## config.mk

```make
export PLATFORM = sky130hd
export DESIGN_NAME = cfg_guard_bank
export DESIGN_NICKNAME = d
export VERILOG_FILES = /design/src/rtl/cfg_guard_pkg.sv /design/src/rtl/cfg_window_timer.sv /design/src/rtl/cfg_addr_decode.sv /design/src/rtl/cfg_field_reg.sv /design/src/rtl/cfg_guard_bank.sv
export SDC_FILE = /design/constraint.sdc
export NUM_CORES = 1
export LEC_CHECK = 0
export ABC_AREA = 1
export BUFFER_PORTS_ARGS = -buffer_cell sky130_fd_sc_hd__buf_4
export CORE_MARGIN = 4
export CORE_UTILIZATION = 55
export DETAILED_ROUTE_END_ITERATION = 10
export PLACE_DENSITY = 0.8
export SLEW_MARGIN = 20
export SYNTH_ARGS = -nofsm -noshare
export SYNTH_HDL_FRONTEND = slang
export SYNTH_SLANG_ARGS = --single-unit
```

## constraint.sdc

```tcl
create_clock -name clk -period 2.1 [get_ports clk]
set_input_delay 0.525 -clock clk [delete_from_list [all_inputs] [get_ports clk]]
set_output_delay 0.525 -clock clk [all_outputs]
set_load 0.03 [all_outputs]
```

## src/rtl/cfg_guard_pkg.sv

```systemverilog
// Shared constants and register descriptors for the guarded configuration bank.
// Assumes 8-bit registers; each descriptor splits a register's bits into
// free-write, once-only and set-only groups.
package cfg_guard_pkg;
    localparam int DATA_W     = 8;
    localparam int ADDR_W     = 8;
    localparam int NREG       = 5;
    localparam int WINDOW_CYC = 64;
    localparam int CNT_W      = $clog2(WINDOW_CYC + 1);

    localparam int IDX_TMR  = 0;
    localparam int IDX_PROT = 1;
    localparam int IDX_MAP  = 2;
    localparam int IDX_OPT  = 3;
    localparam int IDX_INIT = 4;

    typedef logic [DATA_W-1:0] byte_t;

    typedef struct packed {
        logic [ADDR_W-1:0] addr;
        byte_t             free_m;   // bits written on every write
        byte_t             once_m;   // bits written only on a granted write
        byte_t             setc_m;   // bits set anytime, cleared only on a granted write
        byte_t             rst_v;    // reset value
        logic              windowed; // grant also needs the post-reset window
    } reg_desc_t;

    // Descriptor for register slot i.
    function automatic reg_desc_t reg_desc(int i);
        reg_desc_t d;
        d = '0;
        case (i)
            IDX_TMR:  begin d.addr = 8'h24; d.free_m = 8'hFC; d.once_m = 8'h03; d.windowed = 1'b1; end
            IDX_PROT: begin d.addr = 8'h35; d.setc_m = 8'hFF; d.rst_v  = 8'hFF; d.windowed = 1'b1; end
            IDX_MAP:  begin d.addr = 8'h37; d.once_m = 8'hF0; d.windowed = 1'b0; end
            IDX_OPT:  begin d.addr = 8'h39; d.free_m = 8'hC8; d.once_m = 8'h37; d.windowed = 1'b1; end
            default:  begin d.addr = 8'h3D; d.once_m = 8'hFF; d.windowed = 1'b1; end
        endcase
        return d;
    endfunction
endpackage

```

## src/rtl/cfg_window_timer.sv

```systemverilog
// Post-reset window timer.
// Counts rising edges after reset release and stops at WINDOW; open_o is high
// while fewer than WINDOW edges have passed. Assumes synchronous active-low reset.
module cfg_window_timer #(
    parameter int WINDOW = cfg_guard_pkg::WINDOW_CYC,
    localparam int CW    = $clog2(WINDOW + 1)
) (
    input  logic clk,
    input  logic rst_n,
    output logic open_o
);
    logic [CW-1:0] cnt_q;

    // Saturating edge counter.
    always_ff @(posedge clk) begin
        if (!rst_n)
            cnt_q <= '0;
        else if (cnt_q != CW'(WINDOW))
            cnt_q <= cnt_q + 1'b1;
    end

    // Window is open until the counter reaches its limit.
    always_comb open_o = (cnt_q < CW'(WINDOW));
endmodule

```

## src/rtl/cfg_addr_decode.sv

```systemverilog
// Address decoder: one hit line per register slot, from the descriptor table.
// Assumes register addresses are distinct.
module cfg_addr_decode #(
    parameter int NR = cfg_guard_pkg::NREG,
    parameter int AW = cfg_guard_pkg::ADDR_W
) (
    input  logic [AW-1:0] addr_i,
    output logic [NR-1:0] hit_o
);
    // One comparator per slot.
    for (genvar i = 0; i < NR; i++) begin : g_hit
        localparam cfg_guard_pkg::reg_desc_t D = cfg_guard_pkg::reg_desc(i);
        assign hit_o[i] = (addr_i == AW'(D.addr));
    end
endmodule

```

## src/rtl/cfg_field_reg.sv

```systemverilog
// One guarded 8-bit register.
// Applies per-bit write rules from its descriptor: free bits always load,
// once bits load only on a granted write, set-only bits may clear only on a
// granted write. A grant needs special mode, or a clear lock plus (for
// windowed registers) an open window. Special-mode writes never set the lock.
module cfg_field_reg #(
    parameter cfg_guard_pkg::reg_desc_t DESC = cfg_guard_pkg::reg_desc(0)
) (
    input  logic                 clk,
    input  logic                 rst_n,
    input  logic                 wr_en_i,
    input  cfg_guard_pkg::byte_t wdata_i,
    input  logic                 win_open_i,
    input  logic                 special_i,
    output cfg_guard_pkg::byte_t q_o,
    output logic                 lock_o
);
    import cfg_guard_pkg::*;

    localparam byte_t IMPL_M  = DESC.free_m | DESC.once_m | DESC.setc_m;
    localparam bit    HAS_LIM = ((DESC.once_m | DESC.setc_m) != '0);

    byte_t q_q, q_nxt;
    logic  lock_q, lock_nxt, grant;

    // Decide whether limited bits may take this write.
    always_comb grant = special_i | (~lock_q & (win_open_i | ~DESC.windowed));

    // Compose the next stored value bit group by bit group.
    always_comb begin
        q_nxt    = q_q;
        lock_nxt = lock_q;
        if (wr_en_i) begin
            if (special_i) begin
                q_nxt = wdata_i & IMPL_M;
            end else begin
                q_nxt = (q_q & ~IMPL_M)
                      | (wdata_i & DESC.free_m)
                      | ((grant ? wdata_i : q_q) & DESC.once_m)
                      | ((grant ? wdata_i : (q_q | wdata_i)) & DESC.setc_m);
                if (grant && HAS_LIM)
                    lock_nxt = 1'b1;
            end
        end
    end

    // State update with synchronous reset.
    always_ff @(posedge clk) begin
        if (!rst_n) begin
            q_q    <= DESC.rst_v;
            lock_q <= 1'b0;
        end else begin
            q_q    <= q_nxt;
            lock_q <= lock_nxt;
        end
    end

    assign q_o    = q_q;
    assign lock_o = lock_q;
endmodule

```

## src/rtl/cfg_guard_bank.sv

```systemverilog
// Guarded configuration register bank (top).
// Five 8-bit registers with per-bit write policies, a post-reset write window,
// per-register once-only locks and a special-mode bypass sampled every cycle.
// Reads are combinational; unmapped reads return zero.
module cfg_guard_bank #(
    parameter int AW = cfg_guard_pkg::ADDR_W,
    parameter int DW = cfg_guard_pkg::DATA_W
) (
    input  logic          clk,
    input  logic          rst_n,
    input  logic          special_i,
    input  logic          we_i,
    input  logic [AW-1:0] addr_i,
    input  logic [DW-1:0] wdata_i,
    output logic [DW-1:0] rdata_o
);
    import cfg_guard_pkg::*;

    logic                      win_open;
    logic [NREG-1:0]           hit;
    logic [NREG-1:0]           lock_q;
    logic [NREG-1:0][DW-1:0]   reg_q;

    cfg_window_timer #(.WINDOW(WINDOW_CYC)) u_timer (
        .clk    (clk),
        .rst_n  (rst_n),
        .open_o (win_open)
    );

    cfg_addr_decode #(.NR(NREG), .AW(AW)) u_dec (
        .addr_i (addr_i),
        .hit_o  (hit)
    );

    // One guarded register per descriptor slot.
    for (genvar i = 0; i < NREG; i++) begin : g_reg
        cfg_field_reg #(.DESC(reg_desc(i))) u_reg (
            .clk        (clk),
            .rst_n      (rst_n),
            .wr_en_i    (we_i & hit[i]),
            .wdata_i    (byte_t'(wdata_i)),
            .win_open_i (win_open),
            .special_i  (special_i),
            .q_o        (reg_q[i]),
            .lock_o     (lock_q[i])
        );
    end

    // Read multiplexer: OR of the selected register.
    always_comb begin
        rdata_o = '0;
        for (int i = 0; i < NREG; i++)
            if (hit[i])
                rdata_o = rdata_o | reg_q[i];
    end
endmodule

```

==> impl_metrics.tcl, run 1 <==
set metrics [dict create \
    die_w_um 75.2 \
    gp_congestion 0.812 \
    setup.worst_path.class "primary input to output pin" \
    core_um2 4350 \
    finalHoldViolCount 0 \
    synth_top_family_by_area "simple AND/OR/NAND/NOR gates" \
    cts.sinks 48 \
    synth_seq_cells 48 \
    r2r_cells 5 \
    drtIter0Drc 117 \
    slew_headroom_pct 70.4 \
    drive_above_1_share_pct 21.7 \
    htree_levels 2 \
    cts.path.max_buffers 2 \
    antenna_found_initial 0 \
    yosys.area_share.simple_pct 42.6 \
    holdCritStartpoint "wdata_i[1]" \
    vias 2330 \
    cts_tree "yes" \
    synth_adder_area_share_pct 1.01 \
    overflow 0 \
    startpoint_type "primary input" \
    syn_avg_cell_area_um2 6.77 \
    cts_root_buffer "clkbuf_8" \
    grt_pass1_wl_mm 9.42 \
    synth_cell_types 32 \
    clkTransAtPathRegs_ns 0.08 \
    syn_area_um2 2480 \
    numPortBuffers 27 \
    synth_compound_area_share_pct 7.46 \
    dp_hpwl_mm 4.10 \
    die-area_um2 5660 \
    final_antenna_net_count 0 \
    dr.pass1.iters 4 \
    rows 24 \
    max_freq_ghz 0.495 \
    fin_crit_sh_pct 96.1 \
    ir_worst_vdd_uv 430 \
    initial_core_util_pct 57.0 \
    grt_pass1_vias 2061 \
    cts_buffers 5 \
    critical_path.max_fanout 5 \
    area_growth_pct 19.5 \
    post-route-util_pct 68.2 \
    nets 427 \
    slew_viol_final 0 \
    crit_arrival_ns 1.49 \
    insertion_delay_ns 0.30 \
    cp-end-kind "output pin" \
    setup_viol 0 \
    grt_start_max_net_pins 26 \
    post_drt_wl_per_cell_um 12.5 \
    cap_violations 0 \
    ioPinCount 28 \
    reg2reg_slack_ns 0.78 \
    min_to "g_reg[1].u_reg.q_o[1]" \
    tightest_slew_ns 0.439 \
    hp-class "primary input to register" \
    synth-warning-count 0 \
    post-route-drc-count 0 \
    ys_seq_area_share_pct 38.7 \
    synth_xor_area_share_pct 1.06 \
    diodes 0 \
    final_common_cell "nand2_1" \
    layout_common_cells "nand2_1, nor2_1, dfxtp_1" \
    grtUsageTotal_pct 21.8 \
    fin_crit_ns 2.02 \
    syn_inst 367 \
    cp.required_ns 1.57 \
    worstReg2RegStart "u_timer.cnt_q[6]" \
    worstReg2RegEnd "g_reg[4].u_reg.q_o[1]" \
    die_h_um 75.2 \
    p_per_area_nw_per_um2 579 \
    syn_nets 389 \
    dpl.cell_count 447 \
    viasPerCell 5.09 \
    whs_path_depth 3 \
    synthMuxAreaShare_pct 0 \
    fin_cells 458 \
    outcome "finished, final reports clean" \
    p_leak_nw 1.39 \
    skew_ns 0.00661 \
    wl_mm 5.75 \
]
==> cells by family (layout without fill, tap and decap cells) <==
kind of cell             count (synthesis)  count (layout)
AO/OA/AOI/OAI                           34              34
buffers and inverters                   55              93
XOR/XNOR                                 3               3
flip-flops                              48              48
adder cells (fa/ha/maj)                  2               2
AND/OR/NAND/NOR                        225             226
==> cells in the mapped netlist, drive strengths merged <==
library cell / count / area share (%)
nand2: 120 / 19
nor2: 71 / 14
dfxtp: 48 / 39
inv: 46 / 7.0
a21oi: 25 / 5.0
nand4: 21 / 5.5
nand3: 9 / 2.7
o21ai: 9 / 2.4
buf: 6 / 1.7
clkbuf: 3 / 0.50
ha: 2 / 1.0
xor2: 2 / 0.71
nand3b: 1 / 0.30
nor3: 1 / 0.20
nor3b: 1 / 0.30
or2: 1 / 0.25
xnor2: 1 / 0.35
==> critical path: stages <==
cell     delay (ns)
buf_4          0.13
nor2_4         0.13
nand2_4        0.09
nor2_2         0.25
nand2_1        0.09
nand4_1        0.11
buf_4          0.17
==> worst max path at each step <==
stage / from / end / slack, ns / cells past startpoint
after floorplan: addr_i[3] / rdata_o[5] / 0.18 / 9
after global placement: addr_i[7] / rdata_o[5] / 0.03 / 9
after detailed placement: addr_i[7] / rdata_o[7] / -0.02 / 9
after CTS: addr_i[3] / rdata_o[5] / 0.01 / 11
after global routing: addr_i[6] / rdata_o[7] / -0.004 / 10
final: addr_i[6] / rdata_o[3] / 0.08 / 7
==> metrics by stage <==
stage	area [µm²]	setup WS, ns	setup TNS (ns)	hold WS [ns]	total power, mW
3_3_place_gp	2770	0.0320	0	0.437	1.08
3_5_place_dp	2770	-0.0167	-0.0395	0.442	1.08
2_1_floorplan	2480	0.177	0	0.426	1.02
6_report	2970	0.0817	0	0.433	1.72
4_1_cts	2880	0.0131	0	0.425	1.72
5_1_grt	2970	-0.00372	-0.00372	0.434	1.78
==> final cells by class <==
type,count,area [µm²]
Timing Repair Buffer,39,315
Multi-Input combinational cell,265,1340
Tap cell,52,65.1
Clock buffer,6,72.6
Sequential cell,48,961
Inverter,46,175
Fill cell,382,1390
Clock inverter,2,35.0
==> registers in the layout, indices dropped and copies added, names as in the netlist <==
name and flops:
g.u_reg.q_o 36, u_timer.cnt_q 7, g.u_reg.lock_o 5
==> routing by layer <==
metal  share of wire (%)  track usage (%)
met1                  45             28.1
met3                 4.4             4.14
met2                  49             36.8
met4                 1.8             7.18
met5                   0                0
==> report_power, final <==
part	leakage (nW)	switching (mW)	internal [mW]	total [mW]
Clock	0.0552	0.297	0.353	0.651
Combinational	0.947	0.0929	0.0544	0.147
Sequential	0.388	0.00486	0.916	0.921
Total	1.39	0.395	1.32	1.72
==> timing repair <==
item                                    in CTS  in global routing
resized for setup                            1                 23
buffers inserted                             0                  2
gates cloned                                 0                  1
endpoints found under the setup margin       5                  8
hold buffers                                 0                  0
pin swaps                                    1                 15
No activity file was read; power rests on OpenSTA's default activity.
==> run 2, diff against run 1 <==
--- a/config.mk
+++ b/config.mk
@@ -10,7 +10,7 @@
 export CORE_MARGIN = 4
 export CORE_UTILIZATION = 55
 export DETAILED_ROUTE_END_ITERATION = 10
-export PLACE_DENSITY = 0.8
+export PLACE_DENSITY = 0.72
 export SLEW_MARGIN = 20
 export SYNTH_ARGS = -nofsm -noshare
 export SYNTH_HDL_FRONTEND = slang
==> run 2 against run 1 <==
Effect of this change:
- first-iteration DRC count decreased by 28%
- non-clock buffer count increased by 1
- clock power decreased by 13%
- sequential power about the same
- critical path type unchanged
- critical endpoint is now rdata_o[5]
- largest power group unchanged
- highest routed layer unchanged
==> impl_metrics.tcl, run 2 (synthesis gave the netlist of run 1 again) <==
set metrics [dict create \
    cts.sinks 48 \
    fin_crit_ns 2.03 \
    rows 24 \
    nets 427 \
    drtIter0Drc 84 \
    area_growth_pct 19.7 \
    die_h_um 75.2 \
    slew_headroom_pct 71.0 \
    insertion_delay_ns 0.29 \
    max_freq_ghz 0.492 \
    post-route-util_pct 68.3 \
    slew_viol_final 0 \
    outcome "finished, final reports clean" \
    worstReg2RegEnd "g_reg[4].u_reg.q_o[5]" \
    post_drt_wl_per_cell_um 12.7 \
    numPortBuffers 27 \
    holdCritStartpoint "wdata_i[1]" \
    min_to "g_reg[1].u_reg.q_o[1]" \
    core_um2 4350 \
    cp.required_ns 1.57 \
    cts.path.max_buffers 2 \
    hp-class "primary input to register" \
    die-area_um2 5660 \
    highest_layer "met4" \
    wl_met3_um 219 \
    setup.worst_path.class "primary input to output pin" \
    critical_path.max_fanout 5 \
    cts_root_buffer "clkbuf_8" \
    gp_congestion 0.810 \
    dr.pass1.iters 5 \
    startpoint_type "primary input" \
    r2r_cells 5 \
    setup_viol 0 \
    grt_start_max_net_pins 26 \
    grt_pass1_wl_mm 9.55 \
    fin_crit_sh_pct 96.8 \
    dp_slack_ns -0.0206 \
    ioPinCount 28 \
    total_power_mw 1.64 \
    initial_core_util_pct 57.0 \
    overflow 0 \
    p_per_area_nw_per_um2 551 \
    whs_ns 0.446 \
    finalHoldViolCount 0 \
    ir_worst_vdd_uv 603 \
    grt_setup_unrepaired "yes" \
    cp-end-kind "output pin" \
    cts_buffers 5 \
    dp_hpwl_mm 4.16 \
    clkTransAtPathRegs_ns 0.09 \
    met1_length_mm 2.72 \
    antenna_found_initial 0 \
    worst_slack_ns 0.0670 \
    met2_length_mm 2.80 \
    p_leak_nw 1.38 \
    final_common_cell "nand2_1" \
    htree_levels 2 \
    cts_tree "yes" \
    cts.hold.buffers_added 0 \
    reg2reg_slack_ns 0.76 \
    largest_reg_flops 36 \
    tightest_slew_ns 0.430 \
    diodes 0 \
    viasPerCell 5.08 \
    final_antenna_net_count 0 \
    wl_mm 5.80 \
    die_w_um 75.2 \
    post-route-drc-count 0 \
    worstReg2RegStart "u_timer.cnt_q[6]" \
    grt_pass1_vias 2088 \
    drive_above_1_share_pct 20.5 \
    layout_common_cells "nand2_1, nor2_1, dfxtp_1" \
    skew_ns 0.00775 \
    grtUsageTotal_pct 21.8 \
    whs_path_depth 3 \
    cap_violations 0 \
    crit_arrival_ns 1.51 \
    vias 2321 \
]
-- run 2: cell types whose count changed in the layout (fill, tap and decap cells not counted), moves of 2 or more --
| cell | change |
|---|---|
| buf_4 | -2 |
| buf_6 | +2 |
| o21ai_2 | -2 |
| inv_1 | +2 |
| inv_2 | -4 |
-- run 2: how the worst max path moves through the flow --
stage,startpoint,endpoint,cells after the start
2_1_floorplan,addr_i[3],rdata_o[5],9
3_3_place_gp,addr_i[7],rdata_o[6],9
3_5_place_dp,addr_i[7],rdata_o[6],9
4_1_cts,addr_i[3],rdata_o[6],11
5_1_grt,addr_i[6],rdata_o[6],9
6_report,addr_i[6],rdata_o[5],10
-- run 2: stage by stage --
stage,setup TNS (ns),instances,area (µm²)
6_report,0,457,2970
3_3_place_gp,0,447,2780
3_5_place_dp,-0.0206,447,2780
5_1_grt,-0.0150,457,2970
2_1_floorplan,0,367,2480
4_1_cts,0,457,2900
-- run 2: critical path, stage by stage --
cell and delay [ns]:
buf_6 0.10, inv_1 0.08, nand2_4 0.08, nor2_8 0.15, buf_4 0.13, nand3_1 0.08, nand2_1 0.09, inv_1 0.04
nand3_1 0.09, buf_6 0.13
-- run 2: per-layer routing --
metal | vias up | track usage [%]
li1 | 1224 | -
met1 | 1041 | 30.7
met2 | 46 | 36.2
met3 | 10 | 3.34
met4 | 0 | 3.30
met5 | - | 0
-- run 2: where the power goes --
| group | switching [mW] | internal (mW) |
|---|---|---|
| combinational | 0.0936 | 0.0574 |
| sequential | 0.00475 | 0.916 |
| clock | 0.302 | 0.263 |
-- run 2: what timing repair did --
action                     4_1_cts  5_1_grt
gates resized for setup          0       24
buffers inserted                 3        0
pin swaps                        2       12
setup endpoints to repair        3        8
-- run 2: area by class of cell --
cell class | count | area (µm²)
clock inverter | 1 | 8.76
clock buffer | 6 | 82.6
multi-input combinational | 264 | 1330
tap | 52 | 65.1
fill | 404 | 1380
inverter | 46 | 183
sequential | 48 | 961
timing repair buffer | 40 | 343
